### src/rtl/bto_pkg.sv
package bto_pkg;
  typedef enum logic [1:0] {
    XF_SHORT = 2'd0,
    XF_MID   = 2'd1,
    XF_LONG  = 2'd2,
    XF_OFF   = 2'd3
  } xfer_sel_e;

  typedef struct packed {
    logic       arb_en;
    logic [1:0] arb_sel;
    xfer_sel_e  xfer_sel;
  } cfg_t;

  localparam int unsigned ST_ARB  = 0;
  localparam int unsigned ST_XFER = 1;
  localparam logic [4:0]  CFG_RESET = 5'b1_11_10;
endpackage

### src/rtl/bto_prescale.sv
module bto_prescale #(
  parameter int unsigned DIV_FINE   = 200,
  parameter int unsigned DIV_COARSE = 1000
) (
  input  logic clk,
  input  logic rst,
  output logic fine_tick,
  output logic coarse_tick
);
  localparam int unsigned FW = (DIV_FINE > 1) ? $clog2(DIV_FINE) : 1;
  localparam int unsigned CW = (DIV_COARSE > 1) ? $clog2(DIV_COARSE) : 1;

  logic [FW-1:0] fcnt;
  logic [CW-1:0] ccnt;

  assign fine_tick   = (fcnt == FW'(DIV_FINE - 1));
  assign coarse_tick = fine_tick && (ccnt == CW'(DIV_COARSE - 1));

  always_ff @(posedge clk) begin
    if (rst) begin
      fcnt <= '0;
      ccnt <= '0;
    end else begin
      fcnt <= fine_tick ? '0 : fcnt + 1'b1;
      if (fine_tick) ccnt <= coarse_tick ? '0 : ccnt + 1'b1;
    end
  end

  generate
    if (DIV_FINE > 1) begin : g_fine_chk
      assert_fine_spacing_R2: assert property (@(posedge clk) disable iff (rst)
        fine_tick |=> !fine_tick);
    end
  endgenerate
endmodule

### src/rtl/bto_phase_timer.sv
module bto_phase_timer #(
  parameter int unsigned CW = 9
) (
  input  logic          clk,
  input  logic          rst,
  input  logic          active,
  input  logic          tick,
  input  logic          en,
  input  logic [CW-1:0] limit,
  input  logic          stop,
  output logic          expire
);
  logic [CW-1:0] cnt;
  logic          done;

  assign expire = active && en && !done && !stop && tick && (cnt == limit - 1'b1);

  always_ff @(posedge clk) begin
    if (rst || !active) begin
      cnt  <= '0;
      done <= 1'b0;
    end else begin
      if (stop || expire) done <= 1'b1;
      if (tick && en && !done) cnt <= cnt + 1'b1;
    end
  end

  assert_idle_clears_R9: assert property (@(posedge clk) disable iff (rst)
    !active |=> (cnt == '0));
endmodule

### src/rtl/bto_regs.sv
module bto_regs
  import bto_pkg::*;
(
  input  logic       clk,
  input  logic       rst,
  input  logic       wr,
  input  logic       addr,
  input  logic [4:0] wdata,
  input  logic       set_arb,
  input  logic       set_xfer,
  output cfg_t       cfg,
  output logic [1:0] status
);
  always_ff @(posedge clk) begin
    if (rst) begin
      cfg    <= cfg_t'(CFG_RESET);
      status <= '0;
    end else begin
      if (wr && !addr) cfg <= cfg_t'(wdata);
      status[ST_ARB]  <= set_arb  | (status[ST_ARB]  & ~(wr & addr & wdata[ST_ARB]));
      status[ST_XFER] <= set_xfer | (status[ST_XFER] & ~(wr & addr & wdata[ST_XFER]));
    end
  end

  assert_arb_flag_sticky_R6: assert property (@(posedge clk) disable iff (rst)
    (status[ST_ARB] && !(wr && addr && wdata[ST_ARB])) |=> status[ST_ARB]);
  assert_xfer_flag_sticky_R6: assert property (@(posedge clk) disable iff (rst)
    (status[ST_XFER] && !(wr && addr && wdata[ST_XFER])) |=> status[ST_XFER]);
endmodule

### src/rtl/bto_monitor.sv
module bto_monitor
  import bto_pkg::*;
#(
  parameter int unsigned CLK_PER_US = 200,
  parameter int unsigned US_PER_MS  = 1000,
  parameter int unsigned XFER_T0    = 8,
  parameter int unsigned XFER_T1    = 64,
  parameter int unsigned XFER_T2    = 256,
  parameter int unsigned ARB_T0     = 1,
  parameter int unsigned ARB_T1     = 4,
  parameter int unsigned ARB_T2     = 16,
  parameter int unsigned ARB_T3     = 32
) (
  input  logic       clk,
  input  logic       rst,
  input  logic       bus_req,
  input  logic       bus_grant,
  input  logic [1:0] strobe,
  input  logic       dtack,
  input  logic       cfg_wr,
  input  logic       cfg_addr,
  input  logic [4:0] cfg_wdata,
  output logic       bus_err,
  output logic       xfer_ack,
  output logic [1:0] status
);
  localparam int unsigned XCW = $clog2(XFER_T2 + 1);
  localparam int unsigned ACW = $clog2(ARB_T3 + 1);

  logic fine_tick, coarse_tick;
  logic arb_active, xfer_active, arb_exp, xfer_exp, dtack_q;
  logic [XCW-1:0] xfer_limit;
  logic [ACW-1:0] arb_limit;
  cfg_t cfg;

  assign arb_active  = bus_req && !bus_grant;
  assign xfer_active = |strobe;

  always_comb begin
    case (cfg.xfer_sel)
      XF_SHORT: xfer_limit = XCW'(XFER_T0);
      XF_MID:   xfer_limit = XCW'(XFER_T1);
      default:  xfer_limit = XCW'(XFER_T2);
    endcase
    case (cfg.arb_sel)
      2'd0:    arb_limit = ACW'(ARB_T0);
      2'd1:    arb_limit = ACW'(ARB_T1);
      2'd2:    arb_limit = ACW'(ARB_T2);
      default: arb_limit = ACW'(ARB_T3);
    endcase
  end

  bto_prescale #(.DIV_FINE(CLK_PER_US), .DIV_COARSE(US_PER_MS)) u_pre (
    .clk(clk), .rst(rst), .fine_tick(fine_tick), .coarse_tick(coarse_tick));

  bto_phase_timer #(.CW(ACW)) u_arb (
    .clk(clk), .rst(rst), .active(arb_active), .tick(coarse_tick),
    .en(cfg.arb_en), .limit(arb_limit), .stop(1'b0), .expire(arb_exp));

  bto_phase_timer #(.CW(XCW)) u_xfer (
    .clk(clk), .rst(rst), .active(xfer_active), .tick(fine_tick),
    .en(cfg.xfer_sel != XF_OFF), .limit(xfer_limit), .stop(dtack),
    .expire(xfer_exp));

  bto_regs u_regs (
    .clk(clk), .rst(rst), .wr(cfg_wr), .addr(cfg_addr), .wdata(cfg_wdata),
    .set_arb(arb_exp), .set_xfer(xfer_exp), .cfg(cfg), .status(status));

  always_ff @(posedge clk) begin
    if (rst) begin
      bus_err  <= 1'b0;
      xfer_ack <= 1'b0;
      dtack_q  <= 1'b0;
    end else begin
      bus_err  <= arb_exp | xfer_exp;
      xfer_ack <= dtack & ~dtack_q & xfer_active;
      dtack_q  <= dtack;
    end
  end

  assert_quiet_after_reset_R1: assert property (@(posedge clk)
    rst |=> (!bus_err && !xfer_ack));
  assert_err_flags_status_R5: assert property (@(posedge clk) disable iff (rst)
    bus_err |-> (status != 2'b00));
  assert_ack_beats_timeout_R7: assert property (@(posedge clk) disable iff (rst)
    $rose(status[ST_XFER]) |-> !xfer_ack);
  assert_grant_beats_timeout_R8: assert property (@(posedge clk) disable iff (rst)
    $rose(status[ST_ARB]) |-> $past(bus_req && !bus_grant));
endmodule

### config.mk
export PLATFORM = sky130hd
export DESIGN_NAME = bto_monitor
export DESIGN_NICKNAME = d
export VERILOG_FILES = /design/src/rtl/bto_pkg.sv /design/src/rtl/bto_prescale.sv /design/src/rtl/bto_phase_timer.sv /design/src/rtl/bto_regs.sv /design/src/rtl/bto_monitor.sv
export SDC_FILE = /design/constraint.sdc
export NUM_CORES = 1
export LEC_CHECK = 0
export BUFFER_PORTS_ARGS = -buffer_cell sky130_fd_sc_hd__buf_4
export CORE_ASPECT_RATIO = 0.75
export CORE_MARGIN = 4
export CORE_UTILIZATION = 50
export DETAILED_ROUTE_END_ITERATION = 8
export PLACE_DENSITY = 0.66
export SKIP_LAST_GASP = 1
export SYNTH_ARGS = -nofsm -noshare
export SYNTH_HDL_FRONTEND = slang
export SYNTH_SLANG_ARGS = --single-unit
### constraint.sdc
create_clock -name clk -period 2.13 [get_ports clk]
set_clock_uncertainty 0.2 [all_clocks]
set_input_delay 0.426 -clock clk [delete_from_list [all_inputs] [get_ports clk]]
set_output_delay 0.426 -clock clk [all_outputs]
set_load 0.02 [all_outputs]
==> results of run 1 <==
==> metal layers <==
metal	global-route usage	wire [microns]
met5	0	0
met4	0.0723	42
met3	0.0546	221
met2	0.256	1720
met1	0.231	2220
==> stage by stage <==
stage,util,area (sq um)
global route,0.624,2540
CTS,0.600,2450
floorplan,-,2140
global placement,0.581,2370
detailed placement,0.581,2370
finish,0.624,2540
==> logic make-up (layout without fill, tap and decap cells) <==
logic type / count (synthesis) / in the layout
and+or+nand+nor: 130 / 130
DFF: 45 / 45
xor gates and xnor gates: 28 / 28
AOI/OAI and AO/OA: 26 / 26
buffers and inverters: 11 / 37
adders and majority gates: 6 / 6
muxes: 2 / 2
==> final cells by class <==
class	count	area, sq um	share of cell area
multi-input cells	192	1290	0.505
inverters	4	15.0	0.00590
flip-flops and latches	45	907	0.356
repair buffers	25	188	0.0737
clock buffers	8	80.1	0.0315
well taps	55	68.8	0.0270
==> flip-flops by register name (all words and copies together) (netlist names) <==
register / flops
bus_err: 1
dtack_q: 1
u_arb.cnt: 6
u_arb.done: 1
u_pre.ccnt: 10
u_pre.fcnt: 8
u_regs.cfg: 5
u_regs.status: 2
u_xfer.cnt: 9
u_xfer.done: 1
xfer_ack: 1
==> how the worst max path moves through the flow <==
stage / startpoint / slack [ns] / cells after the start / to
2_1_floorplan: u_pre.ccnt[0]$_SDFFE_PP0P_ / 0.18 / 6 / u_arb.cnt[0]$_SDFFE_PP0P_
3_3_place_gp: u_regs.cfg[1]$_SDFFE_PP1P_ / 0.11 / 7 / bus_err$_SDFF_PP0_
3_5_place_dp: u_pre.ccnt[0]$_SDFFE_PP0P_ / 0.06 / 6 / u_regs.status[0]$_SDFF_PP0_
4_1_cts: u_pre.ccnt[1]$_SDFFE_PP0P_ / 0.04 / 6 / u_regs.status[0]$_SDFF_PP0_
5_1_grt: u_pre.fcnt[0]$_SDFF_PP0_ / 0.001 / 6 / u_arb.cnt[5]$_SDFFE_PP0P_
6_report: u_pre.ccnt[1]$_SDFFE_PP0P_ / 0.11 / 6 / u_arb.cnt[0]$_SDFFE_PP0P_
==> cell usage in the layout (no fill, tap or decap), types with 2 or more instances in the layout <==
| master | instances |
|---|---|
| nor3b_1 | 3 |
| nor2_1 | 30 |
| o21ai_0 | 3 |
| dfxtp_2 | 5 |
| nor3_1 | 10 |
| nand4_1 | 5 |
| a21oi_2 | 2 |
| nor4_1 | 2 |
| a211o_1 | 5 |
| a21oi_1 | 10 |
| nor2b_1 | 6 |
| nor3_2 | 4 |
| or2_2 | 2 |
| xor2_1 | 14 |
| or3_1 | 6 |
| dfxtp_1 | 40 |
| nand3_1 | 15 |
| nand2_1 | 18 |
| or2_4 | 2 |
| inv_1 | 4 |
| and3_1 | 6 |
| ha_4 | 2 |
| buf_4 | 25 |
| clkbuf_8 | 5 |
| clkbuf_1 | 3 |
| ha_1 | 3 |
| mux2i_1 | 2 |
| xnor2_1 | 14 |
| nand2b_1 | 5 |
| a31oi_1 | 2 |
==> power by group through the flow <==
stage	registers [mW]	clock network, mW	logic [mW]
after floorplan	0.884	0	0.0568
after global placement	0.885	0	0.0918
after detailed placement	0.885	0	0.0928
after CTS	0.865	0.523	0.0937
after global routing	0.869	0.556	0.116
final	0.866	0.495	0.101
==> results.py, run 1 <==
metrics = {
    "clock_network": {
        "clkSlewWorstSetupHoldPaths_ns": 0.08,
        "numCtsBuffers": 5,
        "cts-hold-fix-buffers": 0,
        "clockRootBuffer": "clkbuf_8",
        "cts_sinks": 45,
        "clock_latency_ns": 0.29,
        "cts_tree": "built",
        "cts_buffer_depth": 2,
        "cts_max_level": 2,
        "post_cts_resized": 0,
        "post_cts_buffers": 0,
    },
    "route": {
        "drtPass1Iterations": 4,
        "drtIter0Drc": 79,
        "routed_wl_mm": 4.21,
        "via_per_inst": 5.33,
        "drc": 0,
        "vias": 1753,
        "antenna_left": 0,
        "avgRoutedWirePerCell_microns": 12.8,
    },
    "worst_setup_path": {
        "startpoint_type": "flop",
        "r2r_start": "u_pre.ccnt[1]$_SDFFE_PP0P_",
        "cp_slowest_cell": "or4_1",
        "cp.required_ns": 2.12,
        "rr_worst_depth": 6,
        "reg2reg_to": "u_arb.cnt[0]$_SDFFE_PP0P_",
        "cpPeakStageDelay_ns": 0.47,
        "crit_family": "simple AND/OR/NAND/NOR gates",
        "cp_data_arrival_time_ns": 2.00,
        "worst-path-buf-inv": 0,
        "ff2ff_setup_slack_ns": 0.11,
        "critPathCaptureType": "flop",
        "crit_chain": "ha_2 > nand2_2 > or4_1 > or3_1 > xor2_1 > nor2_1",
        "crit_fanout": 5,
        "path_class": "reg -> reg",
    },
    "synth": {
        "synthMuxAreaShare": 0.00936,
        "synth.distinct_cells": 37,
        "synth_compound_area_frac": 0.0755,
        "netlist_instances": 248,
        "ys_seq_elements": 45,
        "yosys.area_share.simple": 0.325,
        "synth_xor_area_frac": 0.115,
        "synth_common_cells": "dfxtp_1, nor2_1, nand2_1",
        "synth_ff_type": "dfxtp_1",
        "synth_edf_count": 0,
        "synth_top_family_by_area": "simple AND/OR/NAND/NOR gates",
        "avgSynthCellArea_sq_um": 8.62,
        "post-synth-top-count-cell": "dfxtp_1",
        "synth_top_cell_area_share": 0.421,
        "yosys_warnings": 0,
        "yosys.area.top_type": "dfxtp_1",
        "synth_nets": 268,
        "syn_area_sq_um": 2140,
        "synth_seq_area_share": 0.421,
        "ys_top_cells_by_area": "dfxtp_1, xnor2_1, xor2_1",
        "synth_async_sr_flop_share": 0,
        "synth-adder-area-share": 0.0351,
    },
    "min_path": {
        "hp-class": "in -> reg",
        "hold_depth": 2,
        "min_from": "cfg_wdata[3]",
        "whs_endpoint": "u_regs.cfg[3]$_SDFFE_PP1P_",
    },
    "cells_and_area": {
        "n_antenna_cell": 0,
        "final_cells": 329,
        "layout.nets": 293,
        "nFillCells": 380,
        "layout-drive-gt1-share": 0.212,
        "synthToLayoutAreaGrowth_pct": 19.0,
    },
    "timing": {
        "tns_ns": 0,
        "holdWs_ns": 0.137,
        "worst_slew_pin_slew_ns": 0.838,
        "max_freq_mhz": 495,
        "drv_slew": 0,
        "fin_crit_ns": 2.02,
        "setup_slack_ns": 0.112,
        "hold_viol_final": 0,
        "max_slew_margin": 0.440,
        "period_share": 0.948,
        "final-setup-viol-count": 0,
        "rsz0062_at_grt": "no",
    },
    "power_and_ir_drop": {
        "total_power_mw": 1.46,
        "clockPowerShare": 0.339,
        "p_leak_nw": 0.876,
        "p_int_mw": 1.14,
        "swShare": 0.221,
        "switching_power_uw": 323,
        "sequentialPowerShare": 0.592,
        "combPwrFrac": 0.069,
        "p_per_area_nw_per_um2": 575,
        "vdd_drop_max_mv": 0.336,
    },
    "floorplan": {
        "ios": 18,
        "die_h_microns": 64.6,
        "core_sq_um": 4080,
        "rows": 20,
        "start_util": 0.524,
        "fp.dieW_microns": 83.5,
        "die_area_sq_um": 5400,
    },
    "placed_design": {
        "io_buffer_count": 17,
        "dpl.hpwl_mm": 3.06,
        "pre_cts_ws_ns": 0.0634,
        "gp_congestion": 0.822,
        "dp.cells": 321,
    },
    "global_routing": {
        "grt_pass1_wl_mm": 7.52,
        "grt_max_degree": 19,
        "grt_overflow": 0,
        "track_usage": 0.172,
        "grt_pass1_vias": 1700,
        "antenna_found_initial": 0,
    },
    "run": {
        "cap_violations": 0,
    },
    "run_status": {
        "status": "finished clean",
    },
}
No activity file was read; power rests on OpenSTA's default activity.
==> run 2: changes to the inputs <==
Settings changed: REMOVE_ABC_BUFFERS from default to 1.
==> results.py, run 2 (synthesis results as in run 1) <==
metrics = {
    "global_routing": {
        "grt_max_degree": 19,
        "track_usage": 0.167,
        "antenna_found_initial": 0,
        "grt_pass1_vias": 1616,
        "grt_overflow": 0,
        "grt_pass1_wl_mm": 7.31,
    },
    "timing": {
        "fin_crit_ns": 2.01,
        "rsz0062_at_grt": "no",
        "drv_slew": 0,
        "period_share": 0.946,
        "max_slew_margin": 0.427,
        "worst_slew_pin_slew_ns": 0.858,
        "final-setup-viol-count": 0,
        "max_freq_mhz": 496,
        "tns_ns": 0,
        "hold_viol_final": 0,
    },
    "power_and_ir_drop": {
        "sequentialPowerShare": 0.548,
        "clockPowerShare": 0.392,
        "swShare": 0.213,
        "switching_power_uw": 337,
        "combPwrFrac": 0.061,
        "p_per_area_nw_per_um2": 630,
        "p_int_mw": 1.24,
        "vdd_drop_max_mv": 0.443,
        "p_leak_nw": 0.892,
    },
    "worst_setup_path": {
        "path_class": "reg -> reg",
        "cp_slowest_cell": "or4_1",
        "cp-endpoint": "u_arb.cnt[0]$_SDFFE_PP0P_",
        "cp.required_ns": 2.13,
        "startpoint_type": "flop",
        "cp-startpoint": "u_pre.ccnt[1]$_SDFFE_PP0P_",
        "crit_family": "simple AND/OR/NAND/NOR gates",
        "worst-path-buf-inv": 0,
        "crit_chain": "ha_2 > nand2_1 > or4_1 > or3_4 > xor2_1 > nor2_1",
        "ff2ff_setup_slack_ns": 0.12,
        "rr_worst_depth": 6,
        "cp_data_arrival_time_ns": 2.01,
        "cpPeakStageDelay_ns": 0.49,
        "crit_fanout": 3,
        "reg2reg_to": "u_arb.cnt[0]$_SDFFE_PP0P_",
        "r2r_start": "u_pre.ccnt[1]$_SDFFE_PP0P_",
        "cp.depth": 6,
        "critPathCaptureType": "flop",
    },
    "floorplan": {
        "fp.dieW_microns": 83.5,
        "core_sq_um": 4080,
        "start_util": 0.524,
        "die_h_microns": 64.6,
        "ios": 18,
        "die_area_sq_um": 5400,
        "rows": 20,
    },
    "clock_network": {
        "clock_latency_ns": 0.30,
        "post_cts_buffers": 0,
        "clockRootBuffer": "clkbuf_8",
        "cts_sinks": 45,
        "cts_buffer_depth": 2,
        "cts_max_level": 2,
        "numCtsBuffers": 5,
        "cts_tree": "built",
        "clkSlewWorstSetupHoldPaths_ns": 0.08,
    },
    "route": {
        "drtPass1Iterations": 4,
        "via_per_inst": 5.23,
        "routed_wl_mm": 4.14,
        "drc": 0,
        "antenna_left": 0,
        "avgRoutedWirePerCell_microns": 12.7,
        "drtIter0Drc": 91,
        "vias": 1709,
    },
    "placed_design": {
        "gp_congestion": 0.777,
        "placed_area_sq_um": 2360,
        "io_buffer_count": 17,
        "dpl.hpwl_mm": 3.02,
    },
    "cells_and_area": {
        "n_antenna_cell": 0,
        "largest_reg_flops": 10,
        "final_cell_mix": "dfxtp_1, nor2_1, buf_4, nand2_1, nand3_1",
        "top_regs": "u_pre.ccnt x10, u_xfer.cnt x9, u_pre.fcnt x8",
        "layout-drive-gt1-share": 0.191,
        "final_area_sq_um": 2510,
        "synthToLayoutAreaGrowth_pct": 17.4,
        "largest-register": "u_pre.ccnt",
        "layout.nets": 292,
        "layout_commonest_cell": "dfxtp_1",
    },
    "run": {
        "cap_violations": 0,
    },
    "run_status": {
        "status": "finished clean",
    },
    "min_path": {
        "hp-class": "in -> reg",
    },
}
[run 2: what timing repair did]
action                                 CTS  global route
resized for setup                        0            13
hold buffers                             0             0
setup endpoints to repair                0            18
endpoints found under the hold margin    0             0
[run 2: how the worst min path moves through the flow]
stage                             from  depth (start not counted)                         end  slack (ns)
floorplan           dtack_q$_SDFF_PP0_                          1         xfer_ack$_SDFF_PP0_        0.17
global placement    dtack_q$_SDFF_PP0_                          1         xfer_ack$_SDFF_PP0_        0.18
detailed placement  dtack_q$_SDFF_PP0_                          1         xfer_ack$_SDFF_PP0_        0.18
CTS                       cfg_wdata[3]                          2  u_regs.cfg[3]$_SDFFE_PP1P_        0.12
global route              cfg_wdata[3]                          2  u_regs.cfg[3]$_SDFFE_PP1P_        0.11
finish                    cfg_wdata[3]                          2  u_regs.cfg[3]$_SDFFE_PP1P_        0.12
[run 2: area by class of cell]
class,instances,area [sq um]
sequential,45,905
timing repair buffer,24,180
inverter,4,15.0
multi-input combinational,192,1240
tap,55,68.8
clock buffer,5,68.8
fill,350,1570
clock inverter,2,35.0
[run 2: stage by stage]
| stage | total power [mW] | setup WS (ns) | cells | utilization | hold slack, ns |
|---|---|---|---|---|---|
| final | 1.58 | 0.116 | 327 | 0.615 | 0.123 |
| after CTS | 1.60 | 0.0261 | 327 | 0.604 | 0.117 |
| after global placement | 0.978 | 0.0752 | 320 | 0.579 | 0.178 |
| after detailed placement | 0.979 | 0.0549 | 320 | 0.579 | 0.184 |
| after global routing | 1.66 | 0.00605 | 327 | 0.615 | 0.113 |
| after floorplan | 0.934 | 0.109 | 241 | - | 0.173 |
[run 2: power groups by stage]
stage / logic (mW) / clock network [mW] / registers (mW)
final: 0.0962 / 0.619 / 0.866
after global routing: 0.109 / 0.686 / 0.869
after CTS: 0.0948 / 0.643 / 0.865
after detailed placement: 0.0943 / 0 / 0.885
after global placement: 0.0935 / 0 / 0.885
after floorplan: 0.0509 / 0 / 0.884
[run 2: per-layer routing]
layer,track usage,vias to the layer above,share of wire
li1,-,907,-
met1,0.223,768,0.54
met2,0.255,29,0.41
met3,0.0610,5,0.041
met4,0.0482,0,0.013
met5,0,-,0
==> run 3: changes to the inputs <==
Settings changed: SETUP_SLACK_MARGIN from default to 0.3.
Clock period 2.13 ns to 2.35 ns, I/O delays scaled along.
==> results.py, run 3 (synthesis results as in run 1) <==
metrics = {
    "worst_setup_path": {
        "crit_fanout": 5,
        "cp.required_ns": 2.35,
        "cp_data_arrival_time_ns": 1.99,
        "startpoint_type": "flop",
        "critPathCaptureType": "flop",
        "path_class": "reg -> reg",
    },
    "route": {
        "drtPass1Iterations": 4,
        "drtIter0Drc": 95,
        "avgRoutedWirePerCell_microns": 13.0,
        "via_per_inst": 5.19,
        "antenna_left": 0,
        "vias": 1703,
        "drc": 0,
        "routed_wl_mm": 4.25,
    },
    "clock_network": {
        "cts_tree": "built",
        "cts_sinks": 45,
        "clock_latency_ns": 0.30,
        "clkSlewWorstSetupHoldPaths_ns": 0.08,
        "cts_buffer_depth": 2,
        "numCtsBuffers": 5,
        "cts_max_level": 2,
        "cts-hold-fix-buffers": 0,
        "clockRootBuffer": "clkbuf_8",
    },
    "timing": {
        "rsz0062_at_grt": "yes",
        "max_freq_mhz": 503,
        "final-setup-viol-count": 0,
        "max_slew_margin": 0.736,
        "setup_slack_ns": 0.360,
        "tns_ns": 0,
        "period_share": 0.847,
        "fin_crit_ns": 1.99,
        "hold_viol_final": 0,
        "worst_slew_pin_slew_ns": 0.396,
        "drv_slew": 0,
    },
    "floorplan": {
        "rows": 20,
        "ios": 18,
        "fp.dieW_microns": 83.5,
        "die_h_microns": 64.6,
        "die_area_sq_um": 5400,
        "core_sq_um": 4080,
        "start_util": 0.524,
    },
    "cells_and_area": {
        "layout_commonest_cell": "dfxtp_1",
        "final_area_sq_um": 2540,
        "layout-drive-gt1-share": 0.216,
        "top_regs": "u_pre.ccnt x10, u_xfer.cnt x9, u_pre.fcnt x8",
        "synthToLayoutAreaGrowth_pct": 19.0,
        "largest_reg_flops": 10,
        "largest-register": "u_pre.ccnt",
        "n_antenna_cell": 0,
        "final_cell_mix": "dfxtp_1, nor2_1, buf_4, nand2_1, nand3_1",
        "layout.nets": 292,
    },
    "global_routing": {
        "grt_pass1_wl_mm": 7.30,
        "grt_pass1_vias": 1568,
        "grt_overflow": 0,
        "antenna_found_initial": 0,
        "grt_max_degree": 19,
        "track_usage": 0.166,
    },
    "power_and_ir_drop": {
        "p_per_area_nw_per_um2": 524,
        "vdd_drop_max_mv": 0.277,
        "p_leak_nw": 0.871,
    },
    "min_path": {
        "hp-class": "in -> reg",
    },
    "placed_design": {
        "placed_area_sq_um": 2340,
        "pre_cts_ws_ns": 0.220,
        "dpl.hpwl_mm": 3.03,
        "gp_congestion": 0.779,
        "io_buffer_count": 17,
    },
    "run": {
        "cap_violations": 0,
    },
    "run_status": {
        "status": "finished clean",
    },
}
-- run 3: changes by cell type in the layout (fill, tap and decap cells not counted), moves of 2 or more --
cell     change
ha_4         +3
ha_1         -2
dfxtp_2      +2
dfxtp_1      -3
-- run 3: worst max-delay path, stage by stage, from the launching register on --
cell     delay, ns
dfxtp_4       0.38
ha_4          0.16
nand2_2       0.09
or4_4         0.49
or3_4         0.38
xor2_1        0.14
nor2_1        0.05
-- run 3: per-layer routing --
metal  vias to the layer above  global-route usage  wire length, microns
met5                         -                   0                     0
met3                         7              0.0496                   220
met2                        34               0.235                  1660
met1                       755               0.236                  2300
met4                         0              0.0663                    73
li1                        907                   -                     -
-- run 3: worst paths after layout --
| kind | startpoint | to | slack, ns | cells past startpoint |
|---|---|---|---|---|
| setup / recovery | u_pre.ccnt[0]$_SDFFE_PP0P_ | u_arb.cnt[0]$_SDFFE_PP0P_ | 0.36 | 6 |
| hold / removal | cfg_wdata[3] | u_regs.cfg[3]$_SDFFE_PP1P_ | 0.17 | 2 |
| setup reg to reg | u_pre.ccnt[0]$_SDFFE_PP0P_ | u_arb.cnt[0]$_SDFFE_PP0P_ | 0.36 | 6 |
| hold reg to reg | dtack_q$_SDFF_PP0_ | xfer_ack$_SDFF_PP0_ | 0.19 | 1 |
-- run 3: per-stage QoR --
step                total power [mW]  hold slack, ns  instances   util
floorplan                      0.847           0.173        241      -
global placement               0.885           0.186        317  0.573
detailed placement             0.887           0.183        317  0.573
CTS                             1.34           0.163        325  0.596
global route                    1.40           0.162        328  0.624
finish                          1.33           0.167        328  0.624
-- run 3: repair_timing --
item	CTS	global route
resized for setup	4	18
setup endpoints to repair	10	24
pin swaps	0	8
buffers inserted	0	3
gates cloned	0	0
-- run 3: power by group --
group | total (mW) | internal, mW | switching [mW]
clock network | 0.459 | 0.206 | 0.253
logic | 0.0910 | 0.0470 | 0.0439
registers | 0.784 | 0.774 | 0.00985
-- run 3: final cells by class --
class / instances / area (sq um)
clock buffer: 6 / 72.6
clock inverter: 2 / 10.0
fill: 362 / 1540
inverter: 4 / 15.0
multi-input combinational: 192 / 1290
sequential: 45 / 911
tap: 55 / 68.8
timing repair buffer: 24 / 180
